--- src/rtl/spim_pkg.sv ---
package spim_pkg;
  localparam int REG_W  = 16;
  localparam int SIZE_W = 4;
  localparam int RATE_W = 8;
  localparam int PS_W   = 8;
  localparam int DIV_W  = 16;

  localparam int ST_TXE = 0;
  localparam int ST_TXF = 1;
  localparam int ST_RXA = 2;
  localparam int ST_RXF = 3;
  localparam int ST_BSY = 4;
  localparam int ST_OVR = 5;
  localparam int ST_W   = 6;

  typedef enum logic [1:0] {
    A_CTRL  = 2'd0,
    A_PRESC = 2'd1,
    A_DATA  = 2'd2,
    A_STAT  = 2'd3
  } addr_e;

  typedef struct packed {
    logic [RATE_W-1:0] rate;
    logic              en;
    logic              loopb;
    logic              cpha;
    logic              cpol;
    logic [SIZE_W-1:0] size_m1;
  } ctrl_t;

  localparam ctrl_t CTRL_RST = '{rate: '0, en: 1'b0, loopb: 1'b0,
                                 cpha: 1'b0, cpol: 1'b0, size_m1: SIZE_W'(7)};

  // Even value, never below 2
  function automatic logic [PS_W-1:0] fix_prescale(input logic [PS_W-1:0] v);
    logic [PS_W-1:0] e;
    e = {v[PS_W-1:1], 1'b0};
    if (e < PS_W'(2)) e = PS_W'(2);
    return e;
  endfunction

  // System cycles per half bit period
  function automatic logic [DIV_W-1:0] half_len(input logic [PS_W-1:0] ps,
                                                input logic [RATE_W-1:0] rate);
    return DIV_W'(ps >> 1) * (DIV_W'(rate) + DIV_W'(1));
  endfunction

  // Low (m1 + 1) bits set
  function automatic logic [REG_W-1:0] size_mask(input logic [SIZE_W-1:0] m1);
    logic [REG_W:0] t;
    t = (REG_W+1)'(1) << (32'(m1) + 1);
    return REG_W'(t - (REG_W+1)'(1));
  endfunction
endpackage

--- src/rtl/spim_fifo.sv ---
module spim_fifo #(
  parameter int W     = 16,
  parameter int DEPTH = 8,
  localparam int AW   = (DEPTH > 1) ? $clog2(DEPTH) : 1,
  localparam int CW   = AW + 1
) (
  input  logic          clk,
  input  logic          rst_n,
  input  logic          push,
  input  logic [W-1:0]  wdata,
  input  logic          pop,
  output logic [W-1:0]  head,
  output logic          empty,
  output logic          full,
  output logic [CW-1:0] level
);
  logic [W-1:0]  mem [DEPTH];
  logic [AW-1:0] wr_ptr, rd_ptr;
  logic [CW-1:0] cnt;
  logic          do_push, do_pop;

  assign empty   = (cnt == '0);
  assign full    = (cnt == CW'(DEPTH));
  assign level   = cnt;
  assign head    = mem[rd_ptr];
  assign do_push = push && !full;
  assign do_pop  = pop && !empty;

  function automatic logic [AW-1:0] bump(input logic [AW-1:0] p);
    return (p == AW'(DEPTH - 1)) ? '0 : p + AW'(1);
  endfunction

  always_ff @(posedge clk or negedge rst_n) begin
    if (!rst_n) begin
      wr_ptr <= '0;
      rd_ptr <= '0;
      cnt    <= '0;
    end else begin
      if (do_push) wr_ptr <= bump(wr_ptr);
      if (do_pop)  rd_ptr <= bump(rd_ptr);
      cnt <= cnt + CW'(do_push) - CW'(do_pop);
    end
  end

  always_ff @(posedge clk) begin
    if (do_push) mem[wr_ptr] <= wdata;
  end
endmodule

--- src/rtl/spim_rate.sv ---
module spim_rate #(
  parameter int DIV_W = 16
) (
  input  logic             clk,
  input  logic             rst_n,
  input  logic             run,
  input  logic [DIV_W-1:0] half,
  output logic             tick
);
  logic [DIV_W-1:0] cnt;

  assign tick = run && (cnt == half - DIV_W'(1));

  always_ff @(posedge clk or negedge rst_n) begin
    if (!rst_n)             cnt <= '0;
    else if (!run || tick)  cnt <= '0;
    else                    cnt <= cnt + DIV_W'(1);
  end
endmodule

--- src/rtl/spim_shift.sv ---
module spim_shift
  import spim_pkg::*;
#(
  parameter int W   = REG_W,
  parameter int SW  = SIZE_W,
  localparam int EW = SW + 2
) (
  input  logic          clk,
  input  logic          rst_n,
  input  logic          en,
  input  logic          cpol,
  input  logic          cpha,
  input  logic          loopb,
  input  logic [SW-1:0] size_m1,
  input  logic          miso,
  input  logic          tick,
  input  logic          tx_valid,
  input  logic [W-1:0]  tx_word,
  output logic          tx_pop,
  output logic          active,
  output logic          sck,
  output logic          mosi,
  output logic          rx_push,
  output logic [W-1:0]  rx_word,
  output logic          sample_evt,
  output logic          shift_evt
);
  logic [W-1:0]  tx_sh, rx_sh, rx_next;
  logic [EW-1:0] eidx, last_idx;
  logic          step, lead, at_last, rx_in;

  assign last_idx   = {1'b0, size_m1, 1'b1};        // 2N - 1
  assign step       = active && tick;
  assign lead       = ~eidx[0];
  assign at_last    = (eidx == last_idx);
  assign sample_evt = step && (lead ^ cpha);
  assign shift_evt  = step && !(lead ^ cpha) && (eidx != '0) && !at_last;
  assign mosi       = tx_sh[size_m1];
  assign rx_in      = loopb ? mosi : miso;
  assign rx_next    = {rx_sh[W-2:0], rx_in};
  assign rx_push    = step && at_last;
  assign rx_word    = (sample_evt ? rx_next : rx_sh) & size_mask(size_m1);
  assign tx_pop     = en && !active && tx_valid;

  always_ff @(posedge clk or negedge rst_n) begin
    if (!rst_n) begin
      active <= 1'b0;
      sck    <= 1'b0;
      tx_sh  <= '0;
      rx_sh  <= '0;
      eidx   <= '0;
    end else if (!en) begin
      active <= 1'b0;
      sck    <= cpol;
      eidx   <= '0;
    end else if (!active) begin
      sck <= cpol;
      if (tx_valid) begin
        active <= 1'b1;
        tx_sh  <= tx_word;
        rx_sh  <= '0;
        eidx   <= '0;
      end
    end else if (tick) begin
      sck  <= ~sck;
      eidx <= eidx + EW'(1);
      if (sample_evt) rx_sh <= rx_next;
      if (shift_evt)  tx_sh <= tx_sh << 1;
      if (at_last)    active <= 1'b0;
    end
  end
endmodule

--- src/rtl/spi_prescaled_master.sv ---
module spi_prescaled_master
  import spim_pkg::*;
#(
  parameter int FIFO_DEPTH = 8,
  localparam int LW = ((FIFO_DEPTH > 1) ? $clog2(FIFO_DEPTH) : 1) + 1
) (
  input  logic             clk,
  input  logic             rst_n,
  input  logic [1:0]       bus_addr,
  input  logic             bus_wr,
  input  logic             bus_rd,
  input  logic [REG_W-1:0] bus_wdata,
  output logic [REG_W-1:0] bus_rdata,
  output logic             sck,
  output logic             mosi,
  input  logic             miso
);
  ctrl_t             ctrl_q, wr_ctrl;
  logic [PS_W-1:0]   presc_q;
  logic              ovr_q;
  logic [REG_W-1:0]  rdata_q, rd_mux;
  logic [DIV_W-1:0]  half;
  logic              tick, active, busy;
  logic              tx_push, tx_pop, tx_empty, tx_full;
  logic              rx_push, rx_pop, rx_empty, rx_full;
  logic [REG_W-1:0]  tx_head, rx_head, rx_word;
  logic [LW-1:0]     tx_level, rx_level;
  logic              sample_evt, shift_evt;
  logic [ST_W-1:0]   status;
  logic              cfg_en, cfg_cpol;
  logic [REG_W-2:0]  cfg_frozen;

  assign wr_ctrl    = ctrl_t'(bus_wdata);
  assign half       = half_len(presc_q, ctrl_q.rate);
  assign tx_push    = bus_wr && (bus_addr == A_DATA);
  assign rx_pop     = bus_rd && (bus_addr == A_DATA);
  assign busy       = active || (ctrl_q.en && !tx_empty);
  assign cfg_en     = ctrl_q.en;
  assign cfg_cpol   = ctrl_q.cpol;
  assign cfg_frozen = {ctrl_q.rate, ctrl_q.loopb, ctrl_q.cpha, ctrl_q.cpol, ctrl_q.size_m1};
  assign bus_rdata  = rdata_q;

  always_comb begin
    status         = '0;
    status[ST_TXE] = tx_empty;
    status[ST_TXF] = tx_full;
    status[ST_RXA] = !rx_empty;
    status[ST_RXF] = rx_full;
    status[ST_BSY] = busy;
    status[ST_OVR] = ovr_q;
  end

  always_comb begin
    case (bus_addr)
      A_CTRL:  rd_mux = ctrl_q;
      A_PRESC: rd_mux = REG_W'(presc_q);
      A_DATA:  rd_mux = rx_empty ? '0 : rx_head;
      default: rd_mux = REG_W'(status);
    endcase
  end

  always_ff @(posedge clk or negedge rst_n) begin
    if (!rst_n) begin
      ctrl_q  <= CTRL_RST;
      presc_q <= PS_W'(2);
      ovr_q   <= 1'b0;
      rdata_q <= '0;
    end else begin
      if (bus_wr && bus_addr == A_CTRL) begin
        if (ctrl_q.en) ctrl_q.en <= wr_ctrl.en;
        else           ctrl_q    <= wr_ctrl;
      end
      if (bus_wr && bus_addr == A_PRESC && !ctrl_q.en)
        presc_q <= fix_prescale(bus_wdata[PS_W-1:0]);
      if (rx_push && rx_full)
        ovr_q <= 1'b1;
      else if (bus_wr && bus_addr == A_STAT && bus_wdata[ST_OVR])
        ovr_q <= 1'b0;
      if (bus_rd) rdata_q <= rd_mux;
    end
  end

  spim_fifo #(.W(REG_W), .DEPTH(FIFO_DEPTH)) u_txq (
    .clk(clk), .rst_n(rst_n), .push(tx_push), .wdata(bus_wdata), .pop(tx_pop),
    .head(tx_head), .empty(tx_empty), .full(tx_full), .level(tx_level)
  );

  spim_fifo #(.W(REG_W), .DEPTH(FIFO_DEPTH)) u_rxq (
    .clk(clk), .rst_n(rst_n), .push(rx_push), .wdata(rx_word), .pop(rx_pop),
    .head(rx_head), .empty(rx_empty), .full(rx_full), .level(rx_level)
  );

  spim_rate #(.DIV_W(DIV_W)) u_rate (
    .clk(clk), .rst_n(rst_n), .run(active), .half(half), .tick(tick)
  );

  spim_shift #(.W(REG_W), .SW(SIZE_W)) u_shift (
    .clk(clk), .rst_n(rst_n), .en(ctrl_q.en), .cpol(ctrl_q.cpol),
    .cpha(ctrl_q.cpha), .loopb(ctrl_q.loopb), .size_m1(ctrl_q.size_m1),
    .miso(miso), .tick(tick), .tx_valid(!tx_empty), .tx_word(tx_head),
    .tx_pop(tx_pop), .active(active), .sck(sck), .mosi(mosi),
    .rx_push(rx_push), .rx_word(rx_word), .sample_evt(sample_evt),
    .shift_evt(shift_evt)
  );
endmodule

--- config.mk ---
export PLATFORM = sky130hd
export DESIGN_NAME = spi_prescaled_master
export DESIGN_NICKNAME = d
export VERILOG_FILES = /design/src/rtl/spim_pkg.sv /design/src/rtl/spim_fifo.sv /design/src/rtl/spim_rate.sv /design/src/rtl/spim_shift.sv /design/src/rtl/spi_prescaled_master.sv
export SDC_FILE = /design/constraint.sdc
export NUM_CORES = 1
export LEC_CHECK = 0
export ABC_CLOCK_PERIOD_IN_PS = 7340
export BUFFER_PORTS_ARGS = -buffer_cell sky130_fd_sc_hd__buf_4
export CAP_MARGIN = 10
export CORE_ASPECT_RATIO = 2
export CORE_MARGIN = 5
export CORE_UTILIZATION = 57
export DETAILED_ROUTE_END_ITERATION = 8
export GPL_ROUTABILITY_DRIVEN = 0
export PLACE_DENSITY = 0.77
export REMOVE_ABC_BUFFERS = 1
export SYNTH_ARGS = -nofsm -noshare
export SYNTH_HDL_FRONTEND = slang
export SYNTH_SLANG_ARGS = --single-unit
--- constraint.sdc ---
create_clock -name clk -period 7.34 [get_ports clk]
set_clock_uncertainty 0.05 [all_clocks]
set_input_delay 1.468 -clock clk [delete_from_list [all_inputs] [get_ports clk]]
set_output_delay 1.468 -clock clk [all_outputs]
set_load 0.02 [all_outputs]
Word-level counts from Yosys, hierarchy flattened --
Memory sizes are Yosys's and may differ from the RTL's. Index checks and enable logic that the tools add are counted.
Storage, ports and cells: register bits 117, bits in writable memories 256, memories 2, output and inout bits 18, input port bits 23, word-level logic and storage cells 140
Memories:
- u_rxq.mem | depth 8, bits a word 16, read ports 1, clocked after Yosys merged registers in 0, wr ports 1, line spim_fifo.sv:17 | logic [W-1:0] mem [DEPTH];
- u_txq.mem | depth 8, bits a word 16, read ports 1, clocked after Yosys merged registers in 0, wr ports 1, line spim_fifo.sv:17
Cells by class: equal/unequal tests 16, reduce and logical (&&, ||, !) cells 41, shift operators 1, magnitude comparators 2, add/subtract/negate cells 14, bitwise gates (word level) 5, multiplexer cells 37, multipliers 1
Operators by type and width (count):
- $mux 16 | 10
- $pmux 16 s3 | 1
- $shl 1x32->16 const A | 1
- $sub 16x1->16 const B | 2
- $mux 6 | 4
- $logic_and 1x1->1 | 22
- $add 16x1->16 const B | 1
- $and 16x16->16 | 1
- $eq 16x16->1 | 1
- $mul 7x9->16 | 1
- $mux 1 | 16
- $add 3x1->3 const B | 4
- $eq 3x3->1 const B | 4
- $mux 3 | 4
- $add 8x1->9 const B | 1
- $add 4x1->4 | 2
- $eq 4x4->1 const B | 2
- $logic_not 1->1 | 8
- $logic_not 4->1 | 2
- $lt 8x2->1 const B | 1
- $mux 8 | 1
- $sub 4x1->4 | 2
- $add 6x1->6 const B | 1
- $eq 6x5->1 | 1
- 18 further kinds | 24

Logic depth before layout (Yosys ltp) --
Gate-level depths: netlist of run 1.
depth in word-level cells 12, gate-level depth with buffers 26, gate-level depth less buffers 24

Modules after synthesis --
A second synthesis of run 1 with hierarchy kept.
Second synthesis, totals: cells, all modules 1381, area total of the unflattened synthesis 19210.9 µm²
By module, submodules not included:
- spim_fifo (u_rxq) | sequential area each 4093.9 µm², instances 1, area an instance 5570.3 µm², cells each 246
- spim_fifo (u_txq) | sequential area each 4093.9 µm², instances 1, area an instance 5569.1 µm², cells each 246
- spi_prescaled_master | sequential area each 1006.0 µm², instances 1, area an instance 4026.4 µm², cells each 422
- spim_shift | sequential area each 1001.0 µm², instances 1, area an instance 2608.8 µm², cells each 296
- spim_rate | sequential area each 400.4 µm², instances 1, area an instance 1436.4 µm², cells each 171

Worst setup path after synthesis of run 1 --
No wires, ideal clock.
path type register to register, from reg ctrl_q, in the netlist cfg_frozen[7], to mem u_rxq.mem[1][0], enable pin, data arrival time 7.445 ns, slack -0.592 ns, library setup time 0.436 ns, stages on the path, launching flop included 20, path buffers 2, required time 6.854 ns, cells stage by stage dfrtp_1 clkbuf_1 and3_1 nand3_1 xnor2_1 nand2_1 fa_1 fa_1 fa_1 fa_1 inv_1 ha_1 buf_2 and3_1 a221oi_1 nor2_1 a311oi_1 nor3b_1 nand4_1 nor4b_1
On the way: word-level cells in the longest chain between the ends 10
Ends and longest elaborated chain:
- from (decl) | line spi_prescaled_master.sv:18 | ctrl_t ctrl_q, wr_ctrl;
- from (signal assigned) | line spi_prescaled_master.sv:71 | else ctrl_q <= wr_ctrl;
- $add 8x1->9 | line spim_pkg.sv:46 | return DIV_W'(ps >> 1) * (DIV_W'(rate) + DIV_W'(1));
- $mul 7x9->16 | line spim_pkg.sv:46
- $sub 16x1->16 | line spim_rate.sv:12 | assign tick = run && (cnt == half - DIV_W'(1));
- $eq 16x16->1 | line spim_rate.sv:12
- $logic_and 1x1->1 | line spim_rate.sv:12
- $logic_and 1x1->1 | line spim_shift.sv:33 | assign step = active && tick;
- $logic_and 1x1->1 | line spim_shift.sv:41 | assign rx_push = step && at_last;
- $logic_and 1x1->1 | line spim_fifo.sv:26 | assign do_push = push && !full;
- $mux 1 | line spim_fifo.sv:46 | if (do_push) mem[wr_ptr] <= wdata;
- $mux 1 (not written as such) | line spim_fifo.sv:46
- to (decl) | line spim_fifo.sv:17
Every way passes these cells.

Final worst setup path of run 1 --
from reg ctrl_q, in the netlist cfg_frozen[8], to mem u_rxq.mem[2][0], data pin
On the way: word-level cells in the longest chain between the ends 9
Ends and longest elaborated chain:
- $add 8x1->9 | line spim_pkg.sv:46
- $mul 7x9->16 | line spim_pkg.sv:46
- $sub 16x1->16 | line spim_rate.sv:12
- $eq 16x16->1 | line spim_rate.sv:12
- $logic_and 1x1->1 | line spim_rate.sv:12
- $logic_and 1x1->1 | line spim_shift.sv:33
- $logic_and 1x1->1 | line spim_shift.sv:36 | assign sample_evt = step && (lead ^ cpha);
- $mux 16 | line spim_shift.sv:42 | assign rx_word = (sample_evt ? rx_next : rx_sh) & size_mask(size_m1);
- $and 16x16->16 | line spim_shift.sv:42
- via rx_word[0] | line spi_prescaled_master.sv:26 | logic [REG_W-1:0] tx_head, rx_head, rx_word;
The timed path passes the listed nets, and every way through them passes these cells.

==> key figures, run 1 <==
Synthesis
  • Top post-synthesis cells by area: edfxtp_1, dfrtp_1, mux4_2
  • Library cells used by synthesis: 72
  • Commonest cells post-synth: edfxtp_1, nand2_1, dfrtp_1
  • Yosys Warn Count: 0
  • Most used DFF post-synth: edfxtp_1
  • Most common cell in the netlist: edfxtp_1
  • Mapped Area: 19,200 um2
  • Seq/Total Area, Yosys: 55.2%
  • Async SR Flop Fraction: 31.2%
  • Cell count after synthesis: 1,465
  • EDFF count, synth: 256
  • Area share of the largest cell type after synthesis: 40.0%
  • Avg Cell Area, Syn: 13.1 um2
  • Post-synth top area cell: edfxtp_1
  • Seq cells post-synth: 372

Cells and area
  • Multi-input logic area: 8030 um2
  • Final #Nets: 1,629
  • Layout cell share with drive strength beyond 1: 20.4%
  • ANT cells: 0
  • Register Area: 10,600 um2
  • Final core utilization: 63.9%
  • Area delta synth->final: 11.1%
  • Fillers: 2,427

Floorplanning
  • Ports: 41
  • Chip height: 270 um
  • Die width: 140 um
  • Die area: 37,700 um2
  • Placeable Area: 33,400 um2
  • Rows: 95
  • Initial Util: 57.5%

Hold path
  • Hold path cells: 1
  • Hold Crit Class: reg -> reg
  • Hold path startpoint: bus_rdata[7]
  • Worst Hold Path EP: bus_rdata[7]

Clocking
  • Clock sinks: 372
  • Clock Latency Late Sink: 0.60 ns
  • TritonCTS Buffers: 31
  • Root Buffer: clkbuf_16
  • Cts hold-fix bufs: 0
  • CTS tree: done
  • Setup Buffers After CTS: 0
  • Clock H-tree levels: 1
  • Post_cts resized: 0
  • Clk pin slew, worst setup/hold paths: 0.07 ns
  • Clock buffer depth: 3

STA
  • Max Fclk: 141 MHz
  • Final Critical Period: 7.07 ns
  • Final setup fails: 0
  • Fin crit share: 96.3%
  • Slew Viols, Final: 0
  • Relative max-transition margin: 20.1%
  • Fin Setup TNS: 0 ns
  • Final Hold Violating Endpoints: 0
  • RSZ-0062 raised after global routing: yes
  • Hold Slack: 0.434 ns
  • Least-Margin Pin Slew: 1.20 ns

Detailed routing
  • Post-route DRC violation count: 0
  • Vias/cell: 6.35
  • DR iter-0 viols: 990
  • Final ANT Viol Nets: 0
  • Drt pass-1 iters: 6
  • Wire per inst: 23.8 um
  • Routed via count: 12,456
  • Final WL: 46,800 um

Placement
  • Dpl hpwl: 33,200 um
  • Port buffer count: 40

Global routing
  • First-pass GRT wire length: 73,500 um
  • Remaining Overflow, GRT: 0
  • Vias in the first global route: 13,226
  • Largest net degree at the start of global routing: 71
  • Total GRT Usage: 24.9%
  • Initial antenna violation count: 2

Critical path
  • CP Data Required Time: 7.62 ns
  • Critical path arrival: 7.35 ns
  • Max FO, Critical Path: 35
  • Worst r2r path cells: 20
  • Worst flop-to-flop path startpoint: cfg_frozen[8]
  • Worst r2r dst: u_rxq.mem[2][0]
  • Critical path class: reg -> reg
  • R2r setup slk: 0.27 ns
  • Startpoint types: flip-flop
  • Critical Path End Type: flip-flop

Outcome
  • Status: finished, final reports clean

Run
  • Max-cap viol count: 0
## final cells by class
cell class	count	share of cell area, %
Clock buffer	35	3.95
Inverter	101	1.78
Sequential cell	372	49.7
Tap cell	436	2.56
Timing Repair Buffer	86	3.09
Clock inverter	23	1.27
Multi-Input combinational cell	910	37.7
## cells in the final DEF (no fill, tap or decap), types with 7 or more instances in the layout
master     count
mux2_2        33
clkbuf_16     32
and2_1        22
buf_4         85
edfxtp_1     256
nor3_1         9
o211ai_1      20
xor2_1        23
a21o_1        12
nand4_1        9
nor2_1        83
o211ai_2       7
inv_1        100
nand3_1       39
mux2i_1       47
a21oi_1       68
xnor2_1       25
fa_1          41
mux4_2        69
dfrtp_1      109
ha_1          63
nand2_1      139
or4_1         17
and3_1        14
o221a_2       15
o21ai_0       28
nand2b_1      13
## registers in the layout, summed over array words and instances, names as in the netlist, 4 cells and up
name / flops
bus_rdata: 16
cfg_frozen: 14
presc_q: 7
u_rate.cnt: 16
u_rxq.level: 4
u_rxq.mem: 128
u_shift.eidx: 6
u_shift.rx_sh: 16
u_shift.tx_sh: 16
u_txq.level: 4
u_txq.mem: 128
## critical path: stages, from the launching register on
cell and delay (ns):
dfrtp_1 0.40, ha_1 0.20, nand3_1 0.15, nor2_1 0.27
xor2_2 0.34, nand2_1 0.12, fa_1 0.52, fa_1 0.44
fa_1 0.51, fa_1 0.54, inv_1 0.04, ha_1 0.45
a21oi_4 0.27, o21ai_0 0.24, a211o_1 0.34, or3b_1 0.44
nor4_4 0.29, buf_12 0.23, and2_1 0.28, buf_4 0.22
mux2_2 0.42
## worst max path at each step
stage / from / to / slack (ns) / depth (start not counted)
2_1_floorplan: cfg_frozen[7] / u_rxq.mem[1][0] / -0.57 / 19
3_5_place_dp: cfg_frozen[7] / u_rxq.mem[5][14] / 0.13 / 21
3_3_place_gp: cfg_frozen[7] / u_rxq.mem[7][11] / 0.28 / 21
5_1_grt: cfg_frozen[8] / u_rxq.mem[4][0] / -0.04 / 20
4_1_cts: cfg_frozen[7] / u_rxq.mem[5][12] / 0.05 / 21
6_report: cfg_frozen[8] / u_rxq.mem[2][0] / 0.27 / 20
## logic make-up after synthesis
group | synth area share (%)
muxes | 12.5
adders and majority gates | 8.38
DFF | 55.2
and+or+nand+nor | 9.94
xor gates and xnor gates | 2.41
buffers and inverters | 3.75
other | 0.0195
AOI/OAI and AO/OA | 7.82
## through the flow
stage	cells	cell area, um2	setup WS, ns
floorplan	1383	18900	-0.572
global placement	1904	20100	0.283
detailed placement	1904	20100	0.125
CTS	1962	21200	0.0535
global route	1963	21300	-0.0407
finish	1963	21300	0.270
## layer usage
layer  up-vias  part of all wire [%]  global-route usage [%]
met5         -                 0.041                       0
met4         2                   6.2                    13.1
met3       163                   5.3                    3.16
met2       532                    56                    47.2
met1      6290                    33                    26.4
li1       5469                     -                       -
Power of run 1 is not shown: default switching activity piles up to over one toggle a cycle in this logic, so the estimate is an artifact.
==> run 2: changes to the inputs <==
--- a/config.mk
+++ b/config.mk
@@ -17,4 +17,5 @@
 export REMOVE_ABC_BUFFERS = 1
 export SYNTH_ARGS = -nofsm -noshare
 export SYNTH_HDL_FRONTEND = slang
+export SYNTH_HIERARCHICAL = 1
 export SYNTH_SLANG_ARGS = --single-unit
==> key figures, run 2 <==
Detailed routing
  • Met3 WL: 2270 um (-8.9%)
  • Vias/cell: 6.29 (-0.89%)
  • Post-route DRC violation count: 0 (unchanged)
  • Final WL: 48,700 um (+4.1%)
  • DR iter-0 viols: 1,034 (+4.4%)
  • Met1 WL: 16,300 um (+6.1%)
  • Routed via count: 12,527 (+0.57%)
  • Wire per inst: 24.4 um (+2.6%)
  • Drt pass-1 iters: 7 (+1)
  • Met2 WL: 26,500 um (+1.8%)
  • Max Used Layer: met4
  • Final ANT Viol Nets: 0 (unchanged)

STA
  • RSZ-0062 raised after global routing: yes
  • Max Fclk: 132 MHz (-6.7%)
  • Slew Viols, Final: 0 (unchanged)
  • Final Critical Period: 7.58 ns (+0.507 ns)
  • Fin crit share: 103% (+6.9 points)
  • Final WS setup: -0.237 ns (-0.507 ns)
  • Fin Setup TNS: -25.00 ns (-25.00 ns)
  • Relative max-transition margin: 14.1% (-6.0 points)
  • Final setup fails: 213 (+213)
  • Least-Margin Pin Slew: 1.28 ns (+0.0798 ns)
  • Final Hold Violating Endpoints: 0 (unchanged)

Synthesis
  • Post-synth top area cell: edfxtp_1
  • Cell count after synthesis: 1,381 (-5.7%)
  • Most used DFF post-synth: edfxtp_1
  • Async SR Flop Fraction: 31.2% (unchanged)
  • Seq cells post-synth: 372 (unchanged)
  • Most common cell in the netlist: edfxtp_1
  • Avg Cell Area, Syn: 13.9 um2 (+6.2%)
  • Commonest cells post-synth: edfxtp_1, dfrtp_1, nand2_1
  • Mapped Area: 19,200 um2 (about the same)
  • Area share of the largest cell type after synthesis: 40.0% (about the same)
  • EDFF count, synth: 256 (unchanged)
  • Library cells used by synthesis: 84 (+17%)
  • Yosys Warn Count: 6 (+6)
  • Top post-synthesis cells by area: edfxtp_1, dfrtp_1, mux4_1
  • Seq/Total Area, Yosys: 55.2% (about the same)

Clocking
  • Clock H-tree levels: 1 (unchanged)
  • CTS tree: done
  • TritonCTS Buffers: 31 (unchanged)
  • Cts hold-fix bufs: 0 (unchanged)
  • Clock sinks: 372 (unchanged)
  • Clock Latency Late Sink: 0.60 ns (about the same)
  • Clock buffer depth: 3 (unchanged)
  • Root Buffer: clkbuf_16
  • Clk pin slew, worst setup/hold paths: 0.08 ns (about the same)

Critical path
  • Critical path's slowest cell: fa_1
  • Critical path class: reg -> reg
  • Startpoint types: flip-flop
  • CP peak stage delay: 0.54 ns (about the same)
  • CP Data Required Time: 7.82 ns (+0.20 ns)
  • Critical path arrival: 8.06 ns (+0.71 ns)
  • Critical Path End Type: flip-flop
  • R2r setup slk: -0.24 ns (-0.51 ns)
  • Max FO, Critical Path: 5 (-86%)

Cells and area
  • Commonest non-fill, non-tap cell in the layout: edfxtp_1
  • Area delta synth->final: 19.4%
  • Layout cell share with drive strength beyond 1: 29.1% (+8.7 points)
  • Fillers: 2,209 (-9.0%)
  • Register Area: 10,600 um2 (about the same)
  • Most frequent cells in the layout: edfxtp_1, buf_4, dfrtp_1
  • Final #Nets: 1,648 (+1.2%)
  • Multi-input logic area: 8740 um2 (+8.8%)
  • Biggest regs: u_rxq/mem (128), u_txq/mem (128)

Floorplanning
  • Die area: 37,700 um2 (about the same)
  • Die width: 140 um (about the same)
  • Initial Util: 57.3% (-0.16 points)
  • Rows: 95 (unchanged)
  • Ports: 41 (unchanged)
  • Placeable Area: 33,500 um2 (+0.36%)
  • Chip height: 270 um (about the same)

Global routing
  • Vias in the first global route: 12,971 (-1.9%)
  • Initial antenna violation count: 2 (unchanged)
  • Remaining Overflow, GRT: 0 (unchanged)
  • Total GRT Usage: 24.7% (-0.23 points)
  • First-pass GRT wire length: 72,400 um (-1.4%)
  • Largest net degree at the start of global routing: 70 (-1.4%)

Run
  • Max-cap viol count: 0 (unchanged)

Outcome
  • Violated checks: negative setup slack
  • Status: finished, violations left

Hold path
  • Hold Crit Class: reg -> reg

Placement
  • Port buffer count: 40 (unchanged)
  • Dpl hpwl: 31,400 um (-5.3%)
## run 2: changes by cell type after synthesis, moves of 15 or more
cell,before,now
mux2_2,33,74
nand2b_1,13,28
o211ai_1,20,3
nor2b_1,6,27
mux4_2,69,10
mux2i_1,47,16
inv_1,100,79
mux4_1,0,58
a21oi_1,68,47
nor2_1,83,49
or4_1,17,2
clkbuf_1,58,41
nand2_1,139,107
## run 2: through the flow
| step | cell area, um2 | hold WS (ns) | cells | util [%] | worst slack (ns) |
|---|---|---|---|---|---|
| 2_1_floorplan | 18800 | 0.417 | 1308 | - | -1.92 |
| 4_1_cts | 22300 | 0.465 | 1965 | 66.6 | 0.00284 |
| 5_1_grt | 22900 | 0.479 | 1992 | 68.4 | -0.463 |
| 6_report | 22900 | 0.461 | 1992 | 68.4 | -0.237 |
| 3_5_place_dp | 20600 | 0.449 | 1889 | 61.5 | -0.402 |
| 3_3_place_gp | 20600 | 0.441 | 1889 | 61.5 | -0.251 |
## run 2: final cells by class
cell class | count | share of cell area, %
inverters | 81 | 1.40
repair inverters | 1 | 0.0273
well taps | 436 | 2.38
multi-input cells | 856 | 38.1
clock inverters | 23 | 1.29
clock buffers | 35 | 3.49
flip-flops and latches | 372 | 46.2
repair buffers | 186 | 7.09
diodes | 2 | 0.0218
## run 2: critical path, delay by kind of cell, from the launching register on
kind | cells | cell delay (ns)
adder cells (fa/ha/maj) | 8 | 2.79
AND/OR/NAND/NOR | 10 | 2.14
buffers and inverters | 7 | 0.64
AO/OA/AOI/OAI | 5 | 0.98
flip-flops | 1 | 0.45
XOR/XNOR | 3 | 0.45
## run 2: repair_timing
action,in CTS,in global routing
setup endpoints to repair,275,290
setup buffers,19,22
cloned,0,4
resized for setup,84,82
pin swaps,36,29
## run 2: layer usage
| metal | up-vias | global-route usage (%) |
|---|---|---|
| li1 | 5455 | - |
| met1 | 6359 | 26.6 |
| met2 | 509 | 45.3 |
| met3 | 204 | 3.09 |
| met4 | 0 | 15.1 |
| met5 | - | 0 |
## run 2: logic make-up after synthesis
group	Yosys count	share of synthesized area [%]
other cells	1	0.0195
flops	372	55.2
xor+xnor	64	2.92
compound gates	188	6.72
mux	158	14.3
buf+inv	154	3.78
fa+ha+maj	96	7.66
simple gates	348	9.47
## run 2: worst paths after layout
| kind | startpoint | to | cells past startpoint |
|---|---|---|---|
| min | bus_rdata[3] | bus_rdata[3] | 1 |
| max | cfg_frozen[8] | u_rxq/level[3] | 33 |
| min reg2reg | bus_rdata[3] | bus_rdata[3] | 1 |
| max reg2reg | cfg_frozen[8] | u_rxq/level[3] | 33 |
| max in group asynchronous | rst_n | cfg_frozen[7] | 2 |
| min in group asynchronous | rst_n | bus_rdata[10] | 1 |
Power of run 2 is left out for the same reason.
